--- src/rtl/key_embed_pkg.sv ---
package key_embed_pkg;
   localparam logic [31:0] LFSR_MASK32 = 32'h80200003;

   function automatic logic [31:0] lfsr_step(input logic [31:0] s);
      logic [31:0] n;
      n = s >> 1;
      if (s[0]) n = n ^ LFSR_MASK32;
      return n;
   endfunction
endpackage

--- src/rtl/key_embed_lfsr.sv ---
module key_embed_lfsr #(
   parameter int LFSR_W = 32
) (
   input  logic              clk,
   input  logic              rst_n,
   input  logic              load_i,
   input  logic [LFSR_W-1:0] seed_i,
   input  logic              adv_i,
   output logic              rnd_o
);
   import key_embed_pkg::*;
   logic [LFSR_W-1:0] state_q;

   generate
      if (LFSR_W != 32) begin : g_bad_w
         $error("key_embed_lfsr: only a 32-bit LFSR is provided");
      end
   endgenerate

   always_ff @(posedge clk or negedge rst_n) begin
      if (!rst_n) begin
         state_q <= {{(LFSR_W-1){1'b0}}, 1'b1};
      end else if (load_i) begin
         state_q <= (seed_i == '0) ? {{(LFSR_W-1){1'b0}}, 1'b1} : seed_i;
      end else if (adv_i) begin
         state_q <= lfsr_step(state_q);
      end
   end

   assign rnd_o = state_q[0];
endmodule

--- src/rtl/key_embed_keysel.sv ---
module key_embed_keysel #(
   parameter int KEY_W = 256
) (
   input  logic             clk,
   input  logic             rst_n,
   input  logic             load_i,
   input  logic [KEY_W-1:0] key_i,
   input  logic             take_i,
   output logic             key_bit_o,
   output logic             last_o
);
   localparam int KIDX_W = (KEY_W > 1) ? $clog2(KEY_W) : 1;
   localparam logic [KIDX_W-1:0] LAST_IDX = KIDX_W'(KEY_W - 1);

   logic [KEY_W-1:0]  key_q;
   logic [KIDX_W-1:0] kidx_q;

   always_ff @(posedge clk or negedge rst_n) begin
      if (!rst_n) begin
         key_q  <= '0;
         kidx_q <= '0;
      end else if (load_i) begin
         key_q  <= key_i;
         kidx_q <= '0;
      end else if (take_i) begin
         key_q  <= key_q >> 1;
         if (kidx_q != LAST_IDX) kidx_q <= kidx_q + 1'b1;
      end
   end

   assign key_bit_o = key_q[0];
   assign last_o    = (kidx_q == LAST_IDX);
endmodule

--- src/rtl/key_embed_tplbank.sv ---
module key_embed_tplbank #(
   parameter int TPL_W   = 16,
   parameter int NUM_TPL = 8,
   parameter int SEL_W   = 3
) (
   input  logic             clk,
   input  logic             rst_n,
   input  logic             wr_i,
   input  logic [SEL_W-1:0] wr_idx_i,
   input  logic [TPL_W-1:0] wr_data_i,
   input  logic [TPL_W-1:0] win_i,
   output logic             match_o
);
   logic [TPL_W-1:0]   bank_q [NUM_TPL];
   logic [NUM_TPL-1:0] slot_hit;
   logic [SEL_W-1:0]   sel;

   for (genvar i = 0; i < NUM_TPL; i++) begin : g_slot
      always_ff @(posedge clk or negedge rst_n) begin
         if (!rst_n) bank_q[i] <= '0;
         else if (wr_i && wr_idx_i == SEL_W'(i)) bank_q[i] <= wr_data_i;
      end
      assign slot_hit[i] = (win_i == bank_q[i]);
   end

   generate
      if (NUM_TPL == 1) begin : g_fixed
         assign sel = '0;
      end else begin : g_dyn
         assign sel = win_i[SEL_W-1:0];
      end
   endgenerate

   assign match_o = slot_hit[sel];
endmodule

--- src/rtl/key_embed_gen.sv ---
module key_embed_gen #(
   parameter int TPL_W   = 16,
   parameter int NUM_TPL = 8,
   parameter int KEY_W   = 256,
   parameter int LFSR_W  = 32,
   parameter int CNT_W   = 24,
   localparam int SEL_W  = (NUM_TPL > 1) ? $clog2(NUM_TPL) : 1
) (
   input  logic              clk,
   input  logic              rst_n,
   input  logic              start_i,
   input  logic [LFSR_W-1:0] seed_i,
   input  logic [KEY_W-1:0]  key_i,
   input  logic              tpl_wr_i,
   input  logic [SEL_W-1:0]  tpl_idx_i,
   input  logic [TPL_W-1:0]  tpl_data_i,
   output logic              bit_o,
   output logic              bit_vld_o,
   output logic              busy_o,
   output logic              done_o,
   output logic [CNT_W-1:0]  emit_cnt_o
);
   generate
      if ((NUM_TPL & (NUM_TPL - 1)) != 0) begin : g_chk_pow2
         $error("key_embed_gen: NUM_TPL must be a power of two");
      end
      if (TPL_W < SEL_W) begin : g_chk_tpl
         $error("key_embed_gen: TPL_W must cover the selector bits");
      end
      if (CNT_W < 20 || (2**CNT_W) <= TPL_W) begin : g_chk_cnt
         $error("key_embed_gen: CNT_W too small");
      end
      if (KEY_W < 1) begin : g_chk_key
         $error("key_embed_gen: KEY_W must be positive");
      end
   endgenerate

   localparam logic [CNT_W-1:0] WARM_CNT = CNT_W'(TPL_W);

   logic             start_acc;
   logic [TPL_W-1:0] win_q;
   logic             warm;
   logic             tpl_match;
   logic             take_key;
   logic             rnd_bit;
   logic             key_bit;
   logic             key_last;
   logic             nxt_bit;

   assign start_acc = start_i && !busy_o;
   assign warm      = (emit_cnt_o >= WARM_CNT);
   assign take_key  = busy_o && warm && tpl_match;
   assign nxt_bit   = take_key ? key_bit : rnd_bit;

   key_embed_lfsr #(.LFSR_W(LFSR_W)) u_lfsr (
      .clk    (clk),
      .rst_n  (rst_n),
      .load_i (start_acc),
      .seed_i (seed_i),
      .adv_i  (busy_o && !take_key),
      .rnd_o  (rnd_bit)
   );

   key_embed_keysel #(.KEY_W(KEY_W)) u_keysel (
      .clk       (clk),
      .rst_n     (rst_n),
      .load_i    (start_acc),
      .key_i     (key_i),
      .take_i    (take_key),
      .key_bit_o (key_bit),
      .last_o    (key_last)
   );

   key_embed_tplbank #(.TPL_W(TPL_W), .NUM_TPL(NUM_TPL), .SEL_W(SEL_W)) u_bank (
      .clk       (clk),
      .rst_n     (rst_n),
      .wr_i      (tpl_wr_i),
      .wr_idx_i  (tpl_idx_i),
      .wr_data_i (tpl_data_i),
      .win_i     (win_q),
      .match_o   (tpl_match)
   );

   always_ff @(posedge clk or negedge rst_n) begin
      if (!rst_n) begin
         busy_o     <= 1'b0;
         done_o     <= 1'b0;
         bit_o      <= 1'b0;
         bit_vld_o  <= 1'b0;
         emit_cnt_o <= '0;
         win_q      <= '0;
      end else begin
         bit_vld_o <= 1'b0;
         if (start_acc) begin
            busy_o     <= 1'b1;
            done_o     <= 1'b0;
            emit_cnt_o <= '0;
            win_q      <= '0;
         end else if (busy_o) begin
            bit_o     <= nxt_bit;
            bit_vld_o <= 1'b1;
            if (TPL_W > 1) win_q <= {win_q[TPL_W-2:0], nxt_bit};
            else           win_q <= TPL_W'(nxt_bit);
            if (emit_cnt_o != '1) emit_cnt_o <= emit_cnt_o + 1'b1;
            if (take_key && key_last) begin
               busy_o <= 1'b0;
               done_o <= 1'b1;
            end
         end
      end
   end
endmodule

--- config.mk ---
export PLATFORM = sky130hd
export DESIGN_NAME = key_embed_gen
export DESIGN_NICKNAME = d
export VERILOG_FILES = /design/src/rtl/key_embed_pkg.sv /design/src/rtl/key_embed_lfsr.sv /design/src/rtl/key_embed_keysel.sv /design/src/rtl/key_embed_tplbank.sv /design/src/rtl/key_embed_gen.sv
export SDC_FILE = /design/constraint.sdc
export NUM_CORES = 1
export LEC_CHECK = 0
export BUFFER_PORTS_ARGS = -buffer_cell sky130_fd_sc_hd__buf_4
export CAP_MARGIN = 20
export CORE_MARGIN = 10
export CORE_UTILIZATION = 50
export CTS_CLUSTER_SIZE = 24
export DETAILED_ROUTE_END_ITERATION = 7
export GPL_TIMING_DRIVEN = 0
export PLACE_DENSITY_LB_ADDON = 0.2
export SLEW_MARGIN = 20
export SYNTH_ARGS = -nofsm -noshare
export SYNTH_HDL_FRONTEND = slang
export SYNTH_HIERARCHICAL = 1
export SYNTH_SLANG_ARGS = --single-unit
export TNS_END_PERCENT = 50
--- constraint.sdc ---
create_clock -name clk -period 6.8 [get_ports clk]
set_input_delay 1.7 -clock clk [delete_from_list [all_inputs] [get_ports clk]]
set_output_delay 1.7 -clock clk [all_outputs]
set_load 0.005 [all_outputs]
Word-level counts from Yosys, hierarchy flattened
Cells that the tools add are included.
Word-level totals
  register bits: 468
  latch bits: 0
  bits in writable memories: 0
  ROM bits: 0
  input port bits: 311
  output and inout bits: 28
  word-level logic and storage cells: 93
  memories: 0
Operators by class
  add/subtract/negate cells: 2
  multiply operators: 0
  div/mod/pow operators: 0
  magnitude comparators: 2
  eq/ne operators: 18
  shifts and indexed selects: 0
  muxes and demuxes: 25
  bitwise gates (word level): 2
  reduce and logical (&&, ||, !) cells: 27
Operators with widths (number)
  two-way mux 256 bit: 2
  == test 16 bit: 8
  two-way mux 32 bit: 4
  two-way mux 24 bit: 3
  zero test 32 bit: 1
  two-way mux 16 bit: 2
  adder 24 x 1 -> 24 bit, second input constant: 1
  greater-or-equal comparator 24 x 5 -> 1 bit, second input constant: 1
  two-way mux 8 bit: 3
  inequality test 24 bit, second input constant: 1
  logical AND 1 bit: 13
  == test 3 bit, second input constant: 4
  nonzero test 2 bit: 6
  two-way mux 1 bit: 10
  adder 8 x 1 -> 8 bit, second input constant: 1
  == test 8 bit, second input constant: 1
  inequality test 8 bit, second input constant: 1
  AND reduction 2 bit: 4
  == test 3 x 2 -> 1 bit, second input constant: 2
  < comparator 3 x 4 -> 1 bit, second input constant: 1
  inverter 3 -> 4 bit: 1
  binary-select mux 1 bit (select 3 bit): 1
  == test 3 x 1 -> 1 bit, second input constant: 1
  zero test 3 bit: 1
  2 further kinds: 3

Logic depth before layout (Yosys ltp)
Gate-level depths: netlist (run 1).
  depth in word-level cells: 8
  depth in mapped cells: 14
  mapped depth without buffers: 11

By module
Netlist (run 1), hierarchy kept.
Modules (own cells, without submodules)
  key_embed_keysel: instances 1, cells each 1157, area each 12170.4 µm², seq. area each 6606.3 µm²
  key_embed_tplbank: instances 1, cells each 468, area each 6266.0 µm², seq. area each 3203.1 µm²
  key_embed_gen: instances 1, cells each 230, area each 2190.9 µm², seq. area each 1101.1 µm²
  key_embed_lfsr: instances 1, cells each 155, area each 1595.3 µm², seq. area each 802.0 µm²

Worst setup path before layout (run 1)
OpenSTA, ideal clock, no wires.
  path type: flip-flop to flip-flop
  start point: register win_q[7]
  end point: register u_keysel.kidx_q[5]
  library setup time: 0.128 ns
  data arrival time: 3.097 ns
  required time: 6.672 ns
  setup slack: 3.575 ns
  cell stages (with the launch flop): 13
  buffers on the path: 2
  clock period less this slack: 3.225 ns
  path through: dfrtp_1 buf_6 xor2_2 or4_4 o41ai_2 o22ai_1 a311oi_1 nand2_1 a31oi_1 buf_4 and4_1 o2111ai_1 mux2_1
Between the ends
  word-level cells in the longest chain between the ends: 6
  elaborated cells between the ends (all ways): 13
  classes of those cells: eq/ne: 8; mux: 2; reduce/logical: 3
RTL lines
  from (decl): line key_embed_gen.sv:41  | logic [TPL_W-1:0] win_q;
  from (signal assigned): line key_embed_gen.sv:102  | if (TPL_W > 1) win_q <= {win_q[TPL_W-2:0], nxt_bit};
  from (signal assigned): line key_embed_gen.sv:103  | else win_q <= TPL_W'(nxt_bit);
  == test 16 bit: line key_embed_tplbank.sv:23  | assign slot_hit[i] = (win_i == bank_q[i]);
  binary-select mux 1 bit (select 3 bit) *: line key_embed_tplbank.sv:34  | assign match_o = slot_hit[sel];
  two-way mux 1 bit (implied by the code) *: line key_embed_tplbank.sv:34
  via tpl_match: line key_embed_gen.sv:43  | logic tpl_match;
  logical AND 1 bit *: line key_embed_gen.sv:52  | assign take_key = busy_o && warm && tpl_match;
  via take_key: line key_embed_gen.sv:44  | logic take_key;
  nonzero test 2 bit (no source line) *
  AND reduction 2 bit (no source line) *
  to (signal assigned): line key_embed_keysel.sv:27  | if (kidx_q != LAST_IDX) kidx_q <= kidx_q + 1'b1;
  to (decl): line key_embed_keysel.sv:16  | logic [KIDX_W-1:0] kidx_q;
Mark *: on every way through the listed nets, which the timed path passes. The rest lies on a longest branch. The select of a mux whose other input is x is not followed.
A chain may end at the register's enable or synchronous reset.

Worst setup path after layout (run 1)
  start point: register win_q[12]
  end point: register u_keysel.key_q[167]
Between the ends
  word-level cells in the longest chain between the ends: 5
  elaborated cells between the ends (all ways): 12
  classes of those cells: eq/ne: 8; mux: 2; reduce/logical: 2
RTL lines
  == test 16 bit: line key_embed_tplbank.sv:23
  binary-select mux 1 bit (select 3 bit) *: line key_embed_tplbank.sv:34
  two-way mux 1 bit (implied by the code) *: line key_embed_tplbank.sv:34
  via tpl_match: line key_embed_gen.sv:43
  logical AND 1 bit *: line key_embed_gen.sv:52
  via take_key: line key_embed_gen.sv:44
  nonzero test 2 bit (no source line) *
  to (signal assigned): line key_embed_keysel.sv:23  | key_q <= key_i;
  to (signal assigned): line key_embed_keysel.sv:26  | key_q <= key_q >> 1;
  to (decl): line key_embed_keysel.sv:15  | logic [KEY_W-1:0] key_q;
Marks and branches as above.

==> results of run 1 <==
cell usage in the layout (no fill, tap or decap), types with 34 or more instances in the layout:
cell type and count:
nand4_1 34, xnor2_1 95, buf_4 337, clkbuf_1 93, dfrtp_1 467, nand2_1 346, mux2_2 104, clkbuf_16 49
mux2i_1 289, o21ai_0 305
per-stage QoR:
| step | TNS, ps | cell area (um^2) | setup WS (ps) | utilization | total power (W) |
|---|---|---|---|---|---|
| 6_report | 0 | 27200 | 2080 | 0.617 | 0.0121 |
| 5_1_grt | 0 | 27200 | 1810 | 0.617 | 0.0129 |
| 2_1_floorplan | 0 | 22200 | 3580 | - | 0.00818 |
| 4_1_cts | 0 | 27200 | 2130 | 0.617 | 0.0122 |
| 3_5_place_dp | 0 | 25600 | 2200 | 0.580 | 0.00945 |
| 3_3_place_gp | -307030 | 25500 | -732 | 0.577 | 0.00922 |
metal layers:
metal,wire length (um),global-route usage
met1,25600,0.283
met3,3520,0.0554
met5,123,0
met4,1080,0.0559
met2,28300,0.352
worst paths after layout:
path | to | slack (ps)
setup / recovery | u_keysel/key_q[167]$_DFFE_PN0P_ | 2080
hold / removal | u_bank/bank_q[96]$_DFFE_PN0P_ | 490
setup reg to reg | u_keysel/key_q[167]$_DFFE_PN0P_ | 2080
hold reg to reg | u_bank/bank_q[96]$_DFFE_PN0P_ | 490
max in group asynchronous | u_keysel/key_q[229]$_DFFE_PN0P_ | 4250
min in group asynchronous | u_bank/bank_q[117]$_DFFE_PN0P_ | 900
report_power, final:
group	internal (W)	switching, W	leakage [nW]
Clock	0.00157	0.00111	0.789
Combinational	0.00238	0.00232	5.34
Sequential	0.00397	0.000738	5.34
synthesized netlist by cell type (6+ instances only):
library cell | number | share of area
xor2_1 | 29 | 0.011
inv_1 | 7 | 0.0012
clkbuf_1 | 81 | 0.014
dfrtp_1 | 467 | 0.53
nand2_1 | 346 | 0.058
a21oi_1 | 12 | 0.0027
nor4_1 | 22 | 0.0062
a31oi_1 | 10 | 0.0028
mux2_1 | 26 | 0.013
buf_2 | 19 | 0.0043
buf_6 | 25 | 0.013
o211ai_1 | 7 | 0.0024
o21ai_0 | 305 | 0.069
nand4_1 | 34 | 0.0096
nor2_1 | 14 | 0.0024
and3_1 | 9 | 0.0025
o31ai_1 | 6 | 0.0020
nand3_1 | 8 | 0.0018
xnor2_1 | 95 | 0.037
mux2_2 | 104 | 0.053
mux2i_1 | 289 | 0.13
kinds of logic after synthesis:
group	Yosys count	synth area share
simple gates	480	0.0995
flops	468	0.527
mux	419	0.196
compound gates	370	0.0907
buf+inv	145	0.0354
xor+xnor	125	0.0496
fa+ha+maj	3	0.00169
sequential cells by signal (all words and copies together) (netlist names):
name,flops
bit_o,1
bit_vld_o,1
busy_o,1
done_o,1
emit_cnt_o,24
u_bank/bank_q,128
u_keysel/key_q,256
u_keysel/kidx_q,8
u_lfsr/state_q,32
win_q,16
layout make-up:
cell class,instances,share of cell area
multi-input cells,1397,0.357
inverters,8,0.00110
diodes,2,0.000184
well taps,592,0.0272
flip-flops and latches,468,0.430
plain buffers,137,0.0278
clock inverters,14,0.00662
repair buffers,338,0.0971
clock buffers,73,0.0528
worst max-delay path, cell delays in order, from the launching register on:
cell and delay (ps):
dfrtp_1 370, clkbuf_1 650, xnor2_1 270, nand4_1 240
nor4_1 460, a31oi_1 80, a311oi_1 660, nand2_1 130
a31oi_1 520, buf_4 310, buf_4 290, buf_6 210
mux2i_1 210, o21ai_0 120
==> metrics.yaml, run 1 <==
status:
  status: "complete, no violations"
global_routing:
  grt_usage: 0.216
  grt_pass1_vias: 17400
  grt_pass1_wl_um: 93400
  grt_max_degree: 99
  antenna_found_initial: 10
  grt-ovfl-total: 0
cells_and_area:
  nNetsFinal: 2713
  fin_cells: 3029
  drive_above_1_share: 0.243
  seqCellArea_um2: 11700
  filler_cell_count: 3671
  multi_input_area_um2: 9720
  syn_to_final_growth_pct: 22.5
drt:
  drtPass1Iterations: 5
  vias: 16600
  drt_iter0_markers: 1222
  vias_per_cell: 5.48
  route.antenna.remaining_nets: 0
  routed_wl_um: 58700
  wire_per_inst_um: 19.4
  drc: 0
min_path:
  hold_depth: 1
  hold_class: "reg -> reg"
  hp-start: "u_bank/bank_q[96]$_DFFE_PN0P_"
timing:
  rsz0062_at_grt: "false"
  worst_pin_slew_ps: 913
  worst_hold_slack_ps: 488
  slew_viol_final: 0
  max_freq_ghz: 0.212
  finalClockSkew_ps: 24.9
  period_share: 0.694
  fin_crit_ps: 4720
  hold_viol_final: 0
  setup_viol: 0
  slew_headroom: 0.389
clock_tree:
  post_cts_buffers: 0
  cts_resized: 0
  holdBufCountCts: 0
  clock_path_buffers: 3
  cts-buffers-inserted: 49
  cts.htree.levels: 2
  clk_pin_slew_ps: 60
  worstSkewPairLatency_ps: 600
  cts_tree: "built"
  cts.sinks: 468
  cts_root_buffer: "clkbuf_16"
worst_setup_path:
  startpoint: "win_q[12]$_DFFE_PN0P_"
  crit_path_end_kind: "register"
  r2r_cells: 13
  crit_path_start_kind: "register"
  crit_fanout: 10
  critical_path_class: "reg -> reg"
  reg2reg_from: "win_q[12]$_DFFE_PN0P_"
  crit_arrival_ps: 5160
  worstPathRequired_ps: 7240
flow_run:
  drv_cap: 0
floorplan:
  io_pins: 339
  rows: 77
  core_um2: 44100
  fp.dieH_um: 231
  initial_utilization: 0.504
  dieArea_um2: 53300
  die_x_um: 231
logic_synthesis:
  ys_seq_area_frac: 0.527
  synth_area_um2: 22200
  ys_warn_count: 6
  syn_avg_cell_area_um2: 11.1
  synth_cells: 2010
  synth_seq_cells: 468
  ys_async_sr_fraction: 1.00
  synth_edf_count: 0
  syn-num-nets: 2324
  synth_flop_cell: "dfrtp_1"
  synth_cell_types: 70
placed_design:
  gp_congestion: 0.871
  io_buffer_count: 333
  dpl.hpwl_um: 43000
  dp.cells: 2940
power_and_ir_drop:
  vdd.ir_drop.worst_v: 0.000257
  power_density_nw_per_um2: 444
  leakage_nw: 11.5
No activity file was read; power rests on OpenSTA's default activity.
==> run 2, diff against run 1 <==
clock period = 3.95 ns   (was 6.8 ns; I/O delays follow)
==> run 2 against run 1 <==
Against the previous run: worst setup slack worse by 1900 ps; via count down 0.52%; register-to-register slack worse by 1900 ps; sequential cell count unchanged; clock-buffer cell count unchanged; maximum frequency up 24%; sequential share of layout area down 0.090 points; combinational power up 70%; die area unchanged.
==> metrics.yaml, run 2 (synthesized netlist as in run 1, its figures left out) <==
drt:
  top_layer: "met5"
  drc: 0
  drt_iter0_markers: 1206
  drtPass1Iterations: 5
  routed_wl_um: 58900
  route.antenna.remaining_nets: 0
  vias_per_cell: 5.46
  wire_per_inst_um: 19.5
  vias: 16500
  dr_wl_met3_um: 3390
  route.met2.wl_um: 28600
  wl_met1_um: 25700
timing:
  worst_pin_slew_ps: 884
  period_share: 0.963
  hold_viol_final: 0
  fin_crit_ps: 3810
  max_freq_ghz: 0.263
  finalClockSkew_ps: 22.9
  slew_viol_final: 0
  slew_headroom: 0.409
  setup_viol: 0
worst_setup_path:
  crit_fanout: 10
  slowest_stage: "dfrtp_1"
  r2r-end: "u_keysel/kidx_q[5]$_DFFE_PN0P_"
  worstPathRequired_ps: 4420
  cp_top_family: "compound AO/OA/AOI/OAI gates"
  r2r_cells: 11
  worst_path_largest_cell_delay_ps: 790
  cp_num_buf_inv: 2
  cp_cell_sequence: "xor2_1 > nor4_1 > a2111oi_0 > a311oi_2 > nand2_1 > a31oi_4 > buf_12 > buf_8 > and4_2 > o2111ai_1 > mux2_1"
  crit_arrival_ps: 4280
  crit_path_end_kind: "register"
  crit_path_start_kind: "register"
  reg2reg_from: "win_q[5]$_DFFE_PN0P_"
  critical_path_class: "reg -> reg"
  r2r_setup_slack_ps: 140
floorplan:
  rows: 77
  die_x_um: 231
  dieArea_um2: 53300
  fp.dieH_um: 231
  initial_utilization: 0.504
  io_pins: 339
  core_um2: 44100
clock_tree:
  cts_root_buffer: "clkbuf_16"
  clock_path_buffers: 3
  holdBufCountCts: 0
  worstSkewPairLatency_ps: 600
  cts.sinks: 468
  clk_pin_slew_ps: 60
  cts-buffers-inserted: 49
  cts_tree: "built"
  cts.htree.levels: 2
placed_design:
  dpl.hpwl_um: 43000
  place_area_um2: 25600
  io_buffer_count: 333
  gp_congestion: 0.871
global_routing:
  grt_usage: 0.216
  grt_pass1_vias: 17400
  grt_pass1_wl_um: 93400
  grt-ovfl-total: 0
  grt_max_degree: 99
  antenna_found_initial: 10
status:
  status: "complete, no violations"
power_and_ir_drop:
  leakage_nw: 11.5
  p_total_w: 0.0210
  vdd.ir_drop.worst_v: 0.000442
  power_density_nw_per_um2: 768
cells_and_area:
  reg.largest.list: "u_keysel/key_q x256, u_bank/bank_q x128, u_lfsr/state_q x32"
  largest_reg_flops: 256
  final_common_cell: "dfrtp_1"
  max_flop_register: "u_keysel/key_q"
  post-route-cell-area_um2: 27300
  nNetsFinal: 2705
  drive_above_1_share: 0.249
  final_cell_mix: "dfrtp_1 (462), nand2_1 (346), buf_4 (334), o21ai_0 (305), mux2i_1 (289)"
  syn_to_final_growth_pct: 22.9
  filler_cell_count: 3655
min_path:
  hold_class: "in -> async"
flow_run:
  drv_cap: 0
## run 2: cell types whose count changed in the layout (fill, tap and decap cells not counted), sizes merged
cell    change
buf         +1
clkbuf      -9
## run 2: what timing repair did
item / CTS / global route
setup endpoints to repair: 297 / 239
resized for setup: 10 / 8
buffers inserted: 0 / 2
gates cloned: 0 / 1
pin swaps: 1 / 2
## run 2: area by class of cell
class                   instances  area (um^2)  share of cell area
flip-flops and latches        468        11700               0.429
multi-input cells            1397         9750               0.357
repair buffers                341         2700              0.0988
clock buffers                  73         1440              0.0526
plain buffers                 126          741              0.0271
well taps                     592          741              0.0271
clock inverters                14          180             0.00660
inverters                       8         30.0             0.00110
diodes                          2         5.00            0.000183
## run 2: worst reg2reg max path: stages, from the launching register on
cell       delay, ps
dfrtp_1          790
xor2_1           160
nor4_1           500
a2111oi_0        260
a311oi_2         520
nand2_1          180
a31oi_4          210
buf_12           160
buf_8            140
and4_2           290
o2111ai_1        150
mux2_1           330
## run 2: per-layer routing
metal  GRT usage  up-vias
met5           0        -
met4      0.0557       16
met3      0.0552       84
met2       0.352      376
met1       0.283     8213
li1            -     7808
## run 2: where the power goes
group / leakage [nW] / total, W / internal (W) / switching [W]
registers: 5.34 / 0.00838 / 0.00683 / 0.00155
clock network: 0.789 / 0.00462 / 0.00271 / 0.00191
logic: 5.37 / 0.00797 / 0.00421 / 0.00376
total: 11.5 / 0.0210 / 0.0138 / 0.00722
## run 2: worst max path at each step
| stage | cells after the start | from | slack, ps | end |
|---|---|---|---|---|
| 2_1_floorplan | 12 | win_q[7]$_DFFE_PN0P_ | 730 | u_keysel/kidx_q[5]$_DFFE_PN0P_ |
| 3_3_place_gp | 1 | rst_n | -2870 | u_keysel/key_q[226]$_DFFE_PN0P_ |
| 3_5_place_dp | 13 | win_q[12]$_DFFE_PN0P_ | -650 | u_keysel/key_q[159]$_DFFE_PN0P_ |
| 4_1_cts | 12 | win_q[7]$_DFFE_PN0P_ | 40 | u_keysel/kidx_q[5]$_DFFE_PN0P_ |
| 5_1_grt | 14 | win_q[7]$_DFFE_PN0P_ | -9 | u_keysel/key_q[179]$_DFFE_PN0P_ |
| 6_report | 11 | win_q[5]$_DFFE_PN0P_ | 140 | u_keysel/kidx_q[5]$_DFFE_PN0P_ |
## run 2: per-stage QoR
step / util / instances / hold slack, ps / setup WS, ps / setup TNS, ps
2_1_floorplan: - / 2010 / 459 / 725 / 0
3_3_place_gp: 0.577 / 2935 / 471 / -2870 / -1466100
3_5_place_dp: 0.580 / 2940 / 477 / -652 / -152290
4_1_cts: 0.617 / 3016 / 158 / 35.7 / 0
5_1_grt: 0.619 / 3019 / 166 / -8.89 / -25.9
6_report: 0.619 / 3021 / 187 / 144 / 0
==> run 3, diff against run 2 <==
RECOVER_POWER = 50   (was not set)
==> run 3 against run 2 <==
Against the previous run: hold slack better by 220 ps; register-to-register slack worse by 20 ps; clock skew up 0.78 ps; sequential power about the same; clock-buffer cell count unchanged; first-iteration DRC count down 2.0%; critical path type unchanged; sequential cell count unchanged; global-route usage unchanged; sequential share of layout area up 0.20 points; design area down 0.47%; largest power group unchanged; the flow now finishes with violations (capacitance limit, slew limit); cell count unchanged; non-clock buffer count unchanged; critical endpoint unchanged.
==> metrics.yaml, run 3 (synthesized netlist as in run 1, its figures left out) <==
timing:
  worst_hold_slack_ps: 409
  slew_viol_final: 194
  fin_crit_ps: 3820
  hold_viol_final: 0
  max_freq_ghz: 0.262
  period_share: 0.968
  slew_headroom: -0.604
  finalClockSkew_ps: 23.7
  worst_pin_slew_ps: 2410
  layout_setup_ws_ps: 127
  setup_viol: 0
drt:
  vias: 16500
  wire_per_inst_um: 19.5
  vias_per_cell: 5.47
  drc: 0
  route.antenna.remaining_nets: 0
  routed_wl_um: 59000
  drtPass1Iterations: 5
  drt_iter0_markers: 1182
worst_setup_path:
  crit_fanout: 10
  worstPathRequired_ps: 4420
  cp_cell_sequence: "xor2_1 > nor4_1 > a2111oi_0 > a311oi_2 > nand2_1 > a31oi_4 > buf_12 > buf_8 > and4_2 > o2111ai_1 > mux2_1"
  critical_path_class: "reg -> reg"
  crit_arrival_ps: 4290
  worst_path_largest_cell_delay_ps: 800
  crit_path_start_kind: "register"
  crit_path_end_kind: "register"
  slowest_stage: "dfrtp_1"
global_routing:
  antenna_found_initial: 10
  grt_usage: 0.216
  grt-ovfl-total: 0
  grt_pass1_wl_um: 93400
  grt_pass1_vias: 17400
  grt_max_degree: 99
clock_tree:
  cts.sinks: 468
  cts-buffers-inserted: 49
  worstSkewPairLatency_ps: 600
  cts.htree.levels: 2
  clock_path_buffers: 3
  cts_root_buffer: "clkbuf_16"
  cts_tree: "built"
  holdBufCountCts: 0
  clk_pin_slew_ps: 60
min_path:
  hold_class: "in -> async"
cells_and_area:
  final_cell_mix: "dfrtp_1 (462), nand2_1 (346), buf_4 (334), o21ai_0 (305), mux2i_1 (289)"
  filler_cell_count: 3673
  reg.largest.list: "u_keysel/key_q x256, u_bank/bank_q x128, u_lfsr/state_q x32"
  nNetsFinal: 2705
  syn_to_final_growth_pct: 22.3
  post-route-cell-area_um2: 27200
  utilization: 0.616
  max_flop_register: "u_keysel/key_q"
  drive_above_1_share: 0.246
  largest_reg_flops: 256
  final_common_cell: "dfrtp_1"
placed_design:
  io_buffer_count: 333
  place_area_um2: 25600
  dpl.hpwl_um: 43000
  gp_congestion: 0.871
  preCtsSetupSlack_ps: -652
floorplan:
  die_x_um: 231
  core_um2: 44100
  rows: 77
  io_pins: 339
  initial_utilization: 0.504
  dieArea_um2: 53300
  fp.dieH_um: 231
power_and_ir_drop:
  leakage_nw: 11.4
  power_density_nw_per_um2: 771
  vdd.ir_drop.worst_v: 0.000444
  p_total_w: 0.0210
status:
  status: "complete, but fails checks"
  violations: "capacitance limit, slew limit"
flow_run:
  drv_cap: 3
==> run 3: cell count changes in the layout (fill, tap and decap cells not counted), moves of 2 or more <==
cell | before | now
clkbuf_1 | 82 | 84
nor3_2 | 2 | 0
nor3b_2 | 2 | 0
nor3b_1 | 0 | 2
nor3_1 | 5 | 7
buf_16 | 5 | 1
==> run 3: report_power, final <==
part	total [W]	switching (W)	leakage (nW)	internal [W]
Sequential	0.00838	0.00155	5.34	0.00683
Clock	0.00462	0.00191	0.789	0.00271
Combinational	0.00795	0.00375	5.32	0.00420
Total	0.0210	0.00721	11.4	0.0137
==> run 3: final timing paths <==
kind                                               startpoint                         endpoint  slack (ps)  depth (start not counted)
worst max-delay path                     win_q[5]$_DFFE_PN0P_   u_keysel/kidx_q[5]$_DFFE_PN0P_         130                         11
worst min-delay path                                    rst_n    u_bank/bank_q[23]$_DFFE_PN0P_         410                          1
worst max register to register           win_q[5]$_DFFE_PN0P_   u_keysel/kidx_q[5]$_DFFE_PN0P_         130                         11
worst min register to register  u_bank/bank_q[96]$_DFFE_PN0P_    u_bank/bank_q[96]$_DFFE_PN0P_         490                          1
max in group asynchronous                               rst_n  u_keysel/key_q[229]$_DFFE_PN0P_         590                          4
min in group clk                u_bank/bank_q[96]$_DFFE_PN0P_    u_bank/bank_q[96]$_DFFE_PN0P_         490                          1
==> run 3: timing repair <==
item                                    4_1_cts  5_1_grt
setup buffers                                 0        2
gates resized for setup                      10        8
gates cloned                                  0        1
endpoints found under the setup margin      297      239
pin swaps                                     1        2
==> run 3: layout make-up <==
cell class                      instances  area [um^2]  area share
Antenna cell                            2         5.00    0.000184
Buffer                                126          741      0.0273
Clock buffer                           73         1440      0.0529
Clock inverter                         14          180     0.00663
Inverter                                8         30.0     0.00111
Multi-Input combinational cell       1397         9720       0.358
Sequential cell                       468        11700       0.431
Tap cell                              592          741      0.0273
Timing Repair Buffer                  341         2610      0.0959
==> run 3: metal layers <==
layer  vias up  track usage  routed length (um)
met1      8243        0.283               25700
met3        93       0.0552                3460
met2       380        0.352               28600
met4        16       0.0557                1110
met5         -            0                 123
li1       7807            -                   -
==> run 3: per-stage QoR <==
stage / std cells / setup TNS (ps)
after floorplan: 2010 / 0
after global placement: 2935 / -1466100
after detailed placement: 2940 / -152290
after CTS: 3016 / 0
after global routing: 3019 / -25.9
final: 3021 / 0
==> run 3: worst max-delay path: cells and delay by family, from the launching register on <==
| kind | cells | cell delay (ps) |
|---|---|---|
| AOI/OAI and AO/OA | 4 | 1110 |
| and+or+nand+nor | 3 | 1000 |
| DFF | 1 | 800 |
| muxes | 1 | 330 |
| buffers and inverters | 2 | 290 |
| xor gates and xnor gates | 1 | 150 |
